File: src/rtl/sticky_pkg.sv
package sticky_pkg;

   // Response code returned on both channels
   localparam logic [1:0] AXI_RESP_OKAY = 2'b00;

   // Word order in the address map; the index is address bits above the byte offset
   typedef enum int {
      WORD_LANE_UP    = 0,
      WORD_LANE_FAULT = 1,
      WORD_RX_MIX     = 2,
      WORD_TX_FAULT   = 3,
      WORD_COUNT      = 4
   } word_e;

   function automatic int max3(input int a, input int b, input int c);
      int m;
      m = (a > b) ? a : b;
      return (m > c) ? m : c;
   endfunction

endpackage

File: src/rtl/sticky_bit.sv
module sticky_bit #(
   parameter bit IS_STATUS = 1'b0
) (
   input  logic clk,
   input  logic rst,
   input  logic sig,
   input  logic capture,
   input  logic accept,
   output logic held
);

   // Value a bit returns to when re-armed: 1 for sticky-low, 0 for sticky-high
   localparam bit REARM = IS_STATUS;

   logic pend;
   logic held_fold;
   logic pend_fold;

   generate
      if (IS_STATUS) begin : g_status
         assign held_fold = held & sig;
         assign pend_fold = pend & sig;
      end else begin : g_error
         assign held_fold = held | sig;
         assign pend_fold = pend | sig;
      end
   endgenerate

   // held: value software sees; pend: events since the word's snapshot was taken
   always_ff @(posedge clk) begin
      if (rst) begin
         held <= REARM;
         pend <= REARM;
      end else begin
         held <= accept  ? pend_fold : held_fold;
         pend <= capture ? sig       : pend_fold;
      end
   end

   AST_EVENT_LATCHED: assert property (@(posedge clk) disable iff (rst)
      (sig != REARM) |=> (held != REARM));

   AST_STICKY_HOLD: assert property (@(posedge clk) disable iff (rst)
      ((held != REARM) && !accept) |=> (held != REARM));

   AST_REARM_QUIET: assert property (@(posedge clk) disable iff (rst)
      (accept && (pend == REARM) && (sig == REARM)) |=> (held == REARM));

   AST_RESET_VALUE: assert property (@(posedge clk)
      rst |=> (held == REARM));

endmodule

File: src/rtl/sticky_word.sv
module sticky_word #(
   parameter int          W         = 24,
   parameter logic [W-1:0] STAT_MASK = '0
) (
   input  logic         clk,
   input  logic         rst,
   input  logic [W-1:0] sig_i,
   input  logic         capture,
   input  logic         accept,
   output logic [W-1:0] held_o
);

   generate
      if (W < 1) begin : g_bad_width
         $error("sticky_word: W must be at least 1");
      end
      for (genvar i = 0; i < W; i++) begin : g_bit
         sticky_bit #(.IS_STATUS(STAT_MASK[i])) u_bit (
            .clk     (clk),
            .rst     (rst),
            .sig     (sig_i[i]),
            .capture (capture),
            .accept  (accept),
            .held    (held_o[i])
         );
      end
   endgenerate

endmodule

File: src/rtl/axil_rd_port.sv
module axil_rd_port #(
   parameter int ADDR_W = 12,
   parameter int DATA_W = 32,
   parameter int NREG   = 4
) (
   input  logic                        clk,
   input  logic                        rst,
   input  logic [ADDR_W-1:0]           araddr,
   input  logic                        arvalid,
   output logic                        arready,
   output logic [DATA_W-1:0]           rdata,
   output logic [1:0]                  rresp,
   output logic                        rvalid,
   input  logic                        rready,
   input  logic [NREG-1:0][DATA_W-1:0] words_i,
   output logic [NREG-1:0]             capture_o,
   output logic [NREG-1:0]             accept_o
);
   import sticky_pkg::*;

   localparam int IDX_W  = (NREG > 1) ? $clog2(NREG) : 1;
   localparam int FIELD_W = ADDR_W - 2;

   generate
      if (FIELD_W < IDX_W) begin : g_bad_addr
         $error("axil_rd_port: ADDR_W too small for NREG words");
      end
      if (FIELD_W > 32) begin : g_bad_field
         $error("axil_rd_port: ADDR_W too large");
      end
   endgenerate

   logic [FIELD_W-1:0] field;
   logic [IDX_W-1:0]   idx;
   logic               hit;
   logic               ar_hs;
   logic               r_hs;
   logic               cur_hit;
   logic [IDX_W-1:0]   cur_idx;

   assign field   = araddr[ADDR_W-1:2];
   assign idx     = field[IDX_W-1:0];
   assign hit     = (araddr[1:0] == 2'b00) && (32'(field) < 32'(NREG));
   assign arready = !rvalid;
   assign ar_hs   = arvalid && arready;
   assign r_hs    = rvalid && rready;
   assign rresp   = AXI_RESP_OKAY;

   always_ff @(posedge clk) begin
      if (rst) begin
         rvalid  <= 1'b0;
         rdata   <= '0;
         cur_hit <= 1'b0;
         cur_idx <= '0;
      end else if (ar_hs) begin
         rvalid  <= 1'b1;
         rdata   <= hit ? words_i[idx] : '0;
         cur_hit <= hit;
         cur_idx <= idx;
      end else if (r_hs) begin
         rvalid  <= 1'b0;
      end
   end

   generate
      for (genvar i = 0; i < NREG; i++) begin : g_strobe
         assign capture_o[i] = ar_hs && hit && (idx == IDX_W'(i));
         assign accept_o[i]  = r_hs && cur_hit && (cur_idx == IDX_W'(i));
      end
   endgenerate

   AST_ONE_IN_FLIGHT: assert property (@(posedge clk) disable iff (rst)
      rvalid |-> !arready);

   AST_RDATA_STABLE: assert property (@(posedge clk) disable iff (rst)
      (rvalid && !rready) |=> (rvalid && $stable(rdata)));

   AST_STROBE_SINGLE: assert property (@(posedge clk) disable iff (rst)
      $onehot0(accept_o) && $onehot0(capture_o));

   AST_MISS_ZERO: assert property (@(posedge clk) disable iff (rst)
      (ar_hs && !hit) |=> (rdata == '0));

endmodule

File: src/rtl/axil_wr_okay.sv
module axil_wr_okay (
   input  logic       clk,
   input  logic       rst,
   input  logic       awvalid,
   output logic       awready,
   input  logic       wvalid,
   output logic       wready,
   output logic [1:0] bresp,
   output logic       bvalid,
   input  logic       bready
);
   import sticky_pkg::*;

   logic take;

   // Address and data are taken together, one response at a time
   assign take    = awvalid && wvalid && !bvalid;
   assign awready = take;
   assign wready  = take;
   assign bresp   = AXI_RESP_OKAY;

   always_ff @(posedge clk) begin
      if (rst) begin
         bvalid <= 1'b0;
      end else if (take) begin
         bvalid <= 1'b1;
      end else if (bready) begin
         bvalid <= 1'b0;
      end
   end

   AST_B_HOLD: assert property (@(posedge clk) disable iff (rst)
      (bvalid && !bready) |=> bvalid);

   AST_B_NO_DOUBLE: assert property (@(posedge clk) disable iff (rst)
      bvalid |-> !awready);

endmodule

File: src/rtl/sticky_reg_bank.sv
module sticky_reg_bank #(
   parameter int ADDR_W   = 12,
   parameter int DATA_W   = 32,
   parameter int LANES    = 24,
   parameter int RX_ERR_W = 4,
   parameter int TX_ERR_W = 5
) (
   input  logic                clk,
   input  logic                rst,
   input  logic [LANES-1:0]    lane_up_i,
   input  logic [LANES-1:0]    lane_fault_i,
   input  logic                rx_aligned_i,
   input  logic [RX_ERR_W-1:0] rx_fault_i,
   input  logic [TX_ERR_W-1:0] tx_fault_i,
   input  logic [ADDR_W-1:0]   s_araddr,
   input  logic                s_arvalid,
   output logic                s_arready,
   output logic [DATA_W-1:0]   s_rdata,
   output logic [1:0]          s_rresp,
   output logic                s_rvalid,
   input  logic                s_rready,
   input  logic                s_awvalid,
   output logic                s_awready,
   input  logic                s_wvalid,
   output logic                s_wready,
   output logic [1:0]          s_bresp,
   output logic                s_bvalid,
   input  logic                s_bready
);
   import sticky_pkg::*;

   localparam int NREG   = WORD_COUNT;
   localparam int RXM_W  = 1 + RX_ERR_W;
   localparam int USED_W = max3(LANES, RXM_W, TX_ERR_W);

   generate
      if (LANES < 1 || LANES > DATA_W) begin : g_bad_lanes
         $error("sticky_reg_bank: LANES must lie in 1..DATA_W");
      end
      if (RXM_W > DATA_W) begin : g_bad_rx
         $error("sticky_reg_bank: RX_ERR_W too large");
      end
      if (TX_ERR_W < 1 || TX_ERR_W > DATA_W) begin : g_bad_tx
         $error("sticky_reg_bank: TX_ERR_W must lie in 1..DATA_W");
      end
   endgenerate

   logic [NREG-1:0]             capture;
   logic [NREG-1:0]             accept;
   logic [NREG-1:0][DATA_W-1:0] words;
   logic [LANES-1:0]            up_held;
   logic [LANES-1:0]            fault_held;
   logic [RXM_W-1:0]            rxm_held;
   logic [TX_ERR_W-1:0]         tx_held;

   sticky_word #(.W(LANES), .STAT_MASK({LANES{1'b1}})) u_lane_up (
      .clk     (clk),
      .rst     (rst),
      .sig_i   (lane_up_i),
      .capture (capture[WORD_LANE_UP]),
      .accept  (accept[WORD_LANE_UP]),
      .held_o  (up_held)
   );

   sticky_word #(.W(LANES), .STAT_MASK('0)) u_lane_fault (
      .clk     (clk),
      .rst     (rst),
      .sig_i   (lane_fault_i),
      .capture (capture[WORD_LANE_FAULT]),
      .accept  (accept[WORD_LANE_FAULT]),
      .held_o  (fault_held)
   );

   // Bit 0 is the sticky-low alignment status, the rest are sticky-high errors
   sticky_word #(.W(RXM_W), .STAT_MASK(RXM_W'(1))) u_rx_mix (
      .clk     (clk),
      .rst     (rst),
      .sig_i   ({rx_fault_i, rx_aligned_i}),
      .capture (capture[WORD_RX_MIX]),
      .accept  (accept[WORD_RX_MIX]),
      .held_o  (rxm_held)
   );

   sticky_word #(.W(TX_ERR_W), .STAT_MASK('0)) u_tx_fault (
      .clk     (clk),
      .rst     (rst),
      .sig_i   (tx_fault_i),
      .capture (capture[WORD_TX_FAULT]),
      .accept  (accept[WORD_TX_FAULT]),
      .held_o  (tx_held)
   );

   assign words[WORD_LANE_UP]    = DATA_W'(up_held);
   assign words[WORD_LANE_FAULT] = DATA_W'(fault_held);
   assign words[WORD_RX_MIX]     = DATA_W'(rxm_held);
   assign words[WORD_TX_FAULT]   = DATA_W'(tx_held);

   axil_rd_port #(.ADDR_W(ADDR_W), .DATA_W(DATA_W), .NREG(NREG)) u_rd (
      .clk       (clk),
      .rst       (rst),
      .araddr    (s_araddr),
      .arvalid   (s_arvalid),
      .arready   (s_arready),
      .rdata     (s_rdata),
      .rresp     (s_rresp),
      .rvalid    (s_rvalid),
      .rready    (s_rready),
      .words_i   (words),
      .capture_o (capture),
      .accept_o  (accept)
   );

   axil_wr_okay u_wr (
      .clk     (clk),
      .rst     (rst),
      .awvalid (s_awvalid),
      .awready (s_awready),
      .wvalid  (s_wvalid),
      .wready  (s_wready),
      .bresp   (s_bresp),
      .bvalid  (s_bvalid),
      .bready  (s_bready)
   );

   generate
      if (USED_W < DATA_W) begin : g_zero_chk
         AST_UPPER_ZERO: assert property (@(posedge clk) disable iff (rst)
            s_rvalid |-> (s_rdata[DATA_W-1:USED_W] == '0));
      end
   endgenerate

   AST_NO_WRITE_EFFECT: assert property (@(posedge clk) disable iff (rst)
      (s_awready && !lane_fault_i[0] && !accept[WORD_LANE_FAULT] && !fault_held[0])
      |=> !fault_held[0]);

endmodule

File: config.mk
export PLATFORM = sky130hd
export DESIGN_NAME = sticky_reg_bank
export DESIGN_NICKNAME = d
export VERILOG_FILES = /design/src/rtl/sticky_pkg.sv /design/src/rtl/sticky_bit.sv /design/src/rtl/sticky_word.sv /design/src/rtl/axil_rd_port.sv /design/src/rtl/axil_wr_okay.sv /design/src/rtl/sticky_reg_bank.sv
export SDC_FILE = /design/constraint.sdc
export NUM_CORES = 1
export LEC_CHECK = 0
export BUFFER_PORTS_ARGS = -buffer_cell sky130_fd_sc_hd__buf_4
export CAP_MARGIN = 20
export CORE_MARGIN = 4
export CORE_UTILIZATION = 50
export CTS_BUF_LIST = sky130_fd_sc_hd__clkbuf_8
export CTS_CLUSTER_DIAMETER = 30
export CTS_CLUSTER_SIZE = 10
export DETAILED_ROUTE_END_ITERATION = 8
export PLACE_DENSITY = 0.85
export SLEW_MARGIN = 20
export SYNTH_ARGS = -nofsm -noshare
export SYNTH_HDL_FRONTEND = slang
export SYNTH_SLANG_ARGS = --single-unit
File: constraint.sdc
create_clock -name clk -period 3.4 [get_ports clk]
set_input_delay 1.02 -clock clk [delete_from_list [all_inputs] [get_ports clk]]
set_output_delay 1.02 -clock clk [all_outputs]
set_load 0.1 [all_outputs]
Word level (Yosys, flattened, before mapping)
Index checks and enable logic that the tools add are counted.

$lt $le $gt $ge: 2. Equality and inequality tests: 6. Muxes and demuxes: 123. Bitwise operators: 116. Reductions and logical operators: 22.

Operators by type and width (count): $mux W1 (120); $or A1 B1 Y1 (66); $bmux W32 S2 (1); $mux W32 (2); $and A1 B1 Y1 (50); $logic_and A1 B1 Y1 (15); $lt A10 B3 Y1 const B (1); $eq A2 B2 Y1 const B (4); $logic_not A2 Y1 (3); $eq A2 B1 Y1 const B (2); $reduce_bool A2 Y1 (2); $lt A2 B3 Y1 const B (1); $logic_not A1 Y1 (2).

Register bits after elaboration: 153. Bits of input ports: 77. Word-level logic and storage cells: 390.

Longest topological paths before layout
Word-level depth: 5. Mapped depth: 6. Gate-level depth less buffers: 3.

Cells and area by module
Synthesis repeated with hierarchy kept, for this count alone.

Cells, all modules: 538. Area total of the unflattened synthesis: 6198.4 sq um.

By module, submodules not included: sticky_bit (u_lane_fault.g_bit[0].u_bit ...) (instances 33, cells each 7, area an instance 70.1 sq um); axil_rd_port (instances 1, cells each 147, area an instance 2045.7 sq um); sticky_bit (u_lane_up.g_bit[0].u_bit ...) (instances 25, cells each 6, area an instance 70.1 sq um); axil_wr_okay (instances 1, cells each 9, area an instance 85.1 sq um); sticky_reg_bank (instances 1, cells each 1, area an instance 3.8 sq um).

Worst setup path before layout
Ideal clock, no wire load.

Kind: input -> output. Start: in s_awvalid. End: out s_wready. Data arrival time: 2.873 ns. Data required time: 2.380 ns. Path slack: -0.493 ns. Cell stages on the path: 3. Cell sequence: nand2_1 -> nor2_1 -> buf_4.

Cells in the longest elaborated chain, start to end: 2.

RTL lines: start, declared (RTL line sticky_reg_bank.sv:22) `input logic s_awvalid,`; $logic_and A1 B1 Y1 (2 in series) (RTL line axil_wr_okay.sv:17) `assign take = awvalid && wvalid && !bvalid;`; end, declared (RTL line sticky_reg_bank.sv:25) `output logic s_wready,`.

Every way passes these cells.

Worst setup path in the final report
Ends and elaborated chain as after synthesis.

==> results.txt <==
The total global routing overflow came out at 0. Buffers added to address setup during post-CTS repair amount to 0. Traced cell by cell, the critical path runs through buf_4 -> nand2_1 -> nor2_2 -> buf_4. The first-pass GRT wire length came out at 25.1 mm.

The worst ir drop on vdd is 296 uV. The max-slew violation total from the final report came out at 0. At the worst endpoint, the arrival time is 1.60 ns.

The path class of the tightest hold or removal check is reg -> reg. The CTS H-tree depth is 4. The clock latency reported for the late side of the worst-skew pair is 0.42 ns. The area enclosed by the die boundary came out at 13500 sq um. The maximum net fanout on the critical path came out at 3.

The max-capacitance violation count came out at 0. TritonCTS built the clock tree. In the final routed layout, each cell accounts on average for 19.5 microns. The delay of the slowest cell on the worst path is 0.31 ns. The post-layout worst setup margin came out at 0.781 ns. The routed design has 16.3 mm of wire. Dividing the detail-routed via count by the number of cells gives 6.33.

The cell area after technology mapping is 5830 sq um. The max-slew headroom at the worst pin is 35.8%. The number of design-rule violations left by the first detailed-router iteration came out at 599. The buffer levels on the longest clock path came out at 2.

The global-route total usage across every layer came out at 23.6%. The most repeated library cell on the critical path is sky130_fd_sc_hd__buf_4. The number of gates given a new drive strength after cts came out at 0. A synthesized cell averages 9.77 sq um. The post-route minimum period is 2.62 ns. At the placement stage, the worst setup path has a slack of 0.769 ns. The startpoint type of the worst setup path is an input port. The clock skew after layout came out at 0.00944 ns. The synthesized instance count is 597. The number of synthesized register bits came out at 145. The sort of element at the end of the critical path is an output pin. The clock tree root driver cell is sky130_fd_sc_hd__clkbuf_8. The placer's final routability congestion estimate is 0.815. For this configuration, the core starts out at a cell density of 51.1%. The final sum of negative setup slack came out at 0 ns. The most common cell after layout, fill and taps aside is sky130_fd_sc_hd__dfxtp_1.

The post-layout net count is 756. The row count is 39. The slew at the pin with the worst max-slew slack came out at 0.957 ns. The first TritonRoute pass finished after 5 iterations. The pin count of the biggest net entering global routing is 60. The final period utilization is 77.0%. The fraction of final layout cells sized beyond drive strength 1 is 23.0%. The clock slew at the register clock pins of the worst setup and hold paths is 0.08 ns. The number of distinct library cells after synthesis came out at 39. By startpoint and endpoint, the worst setup path is classified as in -> out.

Among all flip-flop cells after synthesis, the most frequent one is sky130_fd_sc_hd__dfxtp_1. In this run, post-CTS hold repair placed 0 buffers. The proportion of synthesized chip area in sequential cells is 49.8%.

The CTS buffer count came out at 17. In the layout the commonest cells are 144 x sky130_fd_sc_hd__dfxtp_1, 115 x sky130_fd_sc_hd__buf_4, 83 x sky130_fd_sc_hd__nand3_1. The count of antenna-violating nets left after detailed routing is 0.

The via total after detailed routing is 5276. The worst path required time came out at 2.38 ns. Setup violations remaining at the end of the flow were counted as 0. The achievable frequency is 0.382 GHz. Dividing total power by cell area gives a power density of 551 nW/um^2. In this design, the largest share of critical-path delay is due to buffers and inverters. Relative to the synthesized area, the layout overhead comes to 20.7%.

The count of endpoints failing hold in the final timing report came out at 0. The via count of the first global-routing pass was 5075. The number of flops mapped to enable cells by yosys came out at 0. The remaining design rule violation count is 0.

The number of buffer cells added on primary ports is 105. 0 antenna diodes ended up in the layout. Counting every sink on the clock net gives 145. The width of the die came out at 116 microns. The number of buffer and inverter instances along the worst setup path came out at 2.

In the synthesized netlist the async set-or-reset flop fraction comes to 0%. The floorplan step set the die height to 116 microns. The number of antenna violations at the first check in global routing is 0. The top-level port count is 118. Setup repair after global routing left no endpoint under its margin.

The count of yosys warnings during synthesis is 0. The run finished with clean final reports. The leakage dissipation is 2.98 nW. Detailed placement ended at an HPWL of 10.4 mm. The slowest stage of the critical path is the sky130_fd_sc_hd__buf_4 cell. The total core area came out at 11400 sq um.
layout make-up:
| class | count | area, sq um |
|---|---|---|
| tap | 143 | 179 |
| clock buffer | 19 | 262 |
| timing repair buffer | 115 | 863 |
| inverter | 36 | 135 |
| clock inverter | 12 | 190 |
| multi-input combinational | 364 | 2510 |
| fill | 907 | 4380 |
| sequential | 145 | 2900 |
state kept, by name, indices dropped and copies added, names as in the netlist, 2 cells and up:
signal / cells
u_rd.rdata: 24
u_tx_fault.g_bit.u_bit.pend: 5
u_lane_fault.g_bit.u_bit.held: 24
u_tx_fault.g_bit.u_bit.held: 5
u_rd.cur_idx: 2
u_rx_mix.g_bit.u_bit.held: 5
u_lane_up.g_bit.u_bit.pend: 24
u_lane_fault.g_bit.u_bit.pend: 24
u_rx_mix.g_bit.u_bit.pend: 5
u_lane_up.g_bit.u_bit.held: 24
cell families (layout without fill, tap and decap cells):
family                 Yosys count  in the layout  synth area share [%]
flip-flops                     145            145                  49.8
other                            1             12                0.0643
buffers and inverters           99            182                  8.04
multiplexers                    26             26                  5.53
AO/OA/AOI/OAI                  179            179                  22.4
AND/OR/NAND/NOR                147            147                  14.2
metrics by stage:
stage                     total power, mW  hold slack (ns)  instance area [sq um]  util [%]  std cells
final                                3.88            0.467                   7040      61.7        834
after CTS                            3.88            0.469                   7040      61.7        834
after detailed placement             2.38            0.452                   6590      57.7        803
after global placement               2.36            0.443                   6590      57.7        803
after global routing                 4.01            0.480                   7040      61.7        834
after floorplan                      2.23            0.437                   5880         -        608
worst register-to-register path, cell delays in order (launching register included):
cell	delay (ns)
sky130_fd_sc_hd__dfxtp_2	0.33
sky130_fd_sc_hd__clkinv_1	0.73
sky130_fd_sc_hd__buf_4	0.56
sky130_fd_sc_hd__nand3_1	0.14
sky130_fd_sc_hd__a31oi_1	0.10
Yosys cell counts, types with 13 or more instances:
library cell | number | share of area (%)
sky130_fd_sc_hd__nand3_1 | 83 | 7.1
sky130_fd_sc_hd__inv_1 | 35 | 2.3
sky130_fd_sc_hd__nor2_1 | 20 | 1.3
sky130_fd_sc_hd__a31oi_1 | 58 | 6.2
sky130_fd_sc_hd__nand4_1 | 26 | 2.8
sky130_fd_sc_hd__buf_4 | 13 | 1.7
sky130_fd_sc_hd__dfxtp_1 | 145 | 50
sky130_fd_sc_hd__clkbuf_1 | 34 | 2.2
sky130_fd_sc_hd__o22a_1 | 24 | 3.6
sky130_fd_sc_hd__a22o_1 | 29 | 4.4
sky130_fd_sc_hd__o2bb2ai_1 | 19 | 2.9
sky130_fd_sc_hd__o21ai_0 | 32 | 2.7
sky130_fd_sc_hd__mux2i_1 | 21 | 3.6
power breakdown:
part | internal (mW) | switching, mW
logic | 0.182 | 0.283
clock network | 0.903 | 0.618
registers | 1.82 | 0.0788
worst paths after layout:
kind                                             startpoint                                          end  slack (ns)  depth (start not counted)
setup reg to reg               u_rd.cur_idx[1]$_SDFFE_PP0P_  u_lane_fault.g_bit[2].u_bit.held$_SDFF_PP0_        1.40                          4
hold / removal    u_lane_up.g_bit[16].u_bit.pend$_SDFF_PP1_    u_lane_up.g_bit[16].u_bit.pend$_SDFF_PP1_        0.47                          1
setup / recovery                                  s_awvalid                                     s_wready        0.78                          4
hold reg to reg   u_lane_up.g_bit[16].u_bit.pend$_SDFF_PP1_    u_lane_up.g_bit[16].u_bit.pend$_SDFF_PP1_        0.47                          1
routing by layer:
layer	wire, microns	GRT usage, %	part of all wire, %	vias up
li1	-	-	-	2389
met1	6500	30.1	40	2576
met2	8060	39.9	49	284
met3	1500	5.48	9.2	27
met4	227	7.27	1.4	0
met5	0	0	0	-
No activity file was read; power rests on OpenSTA's default activity.
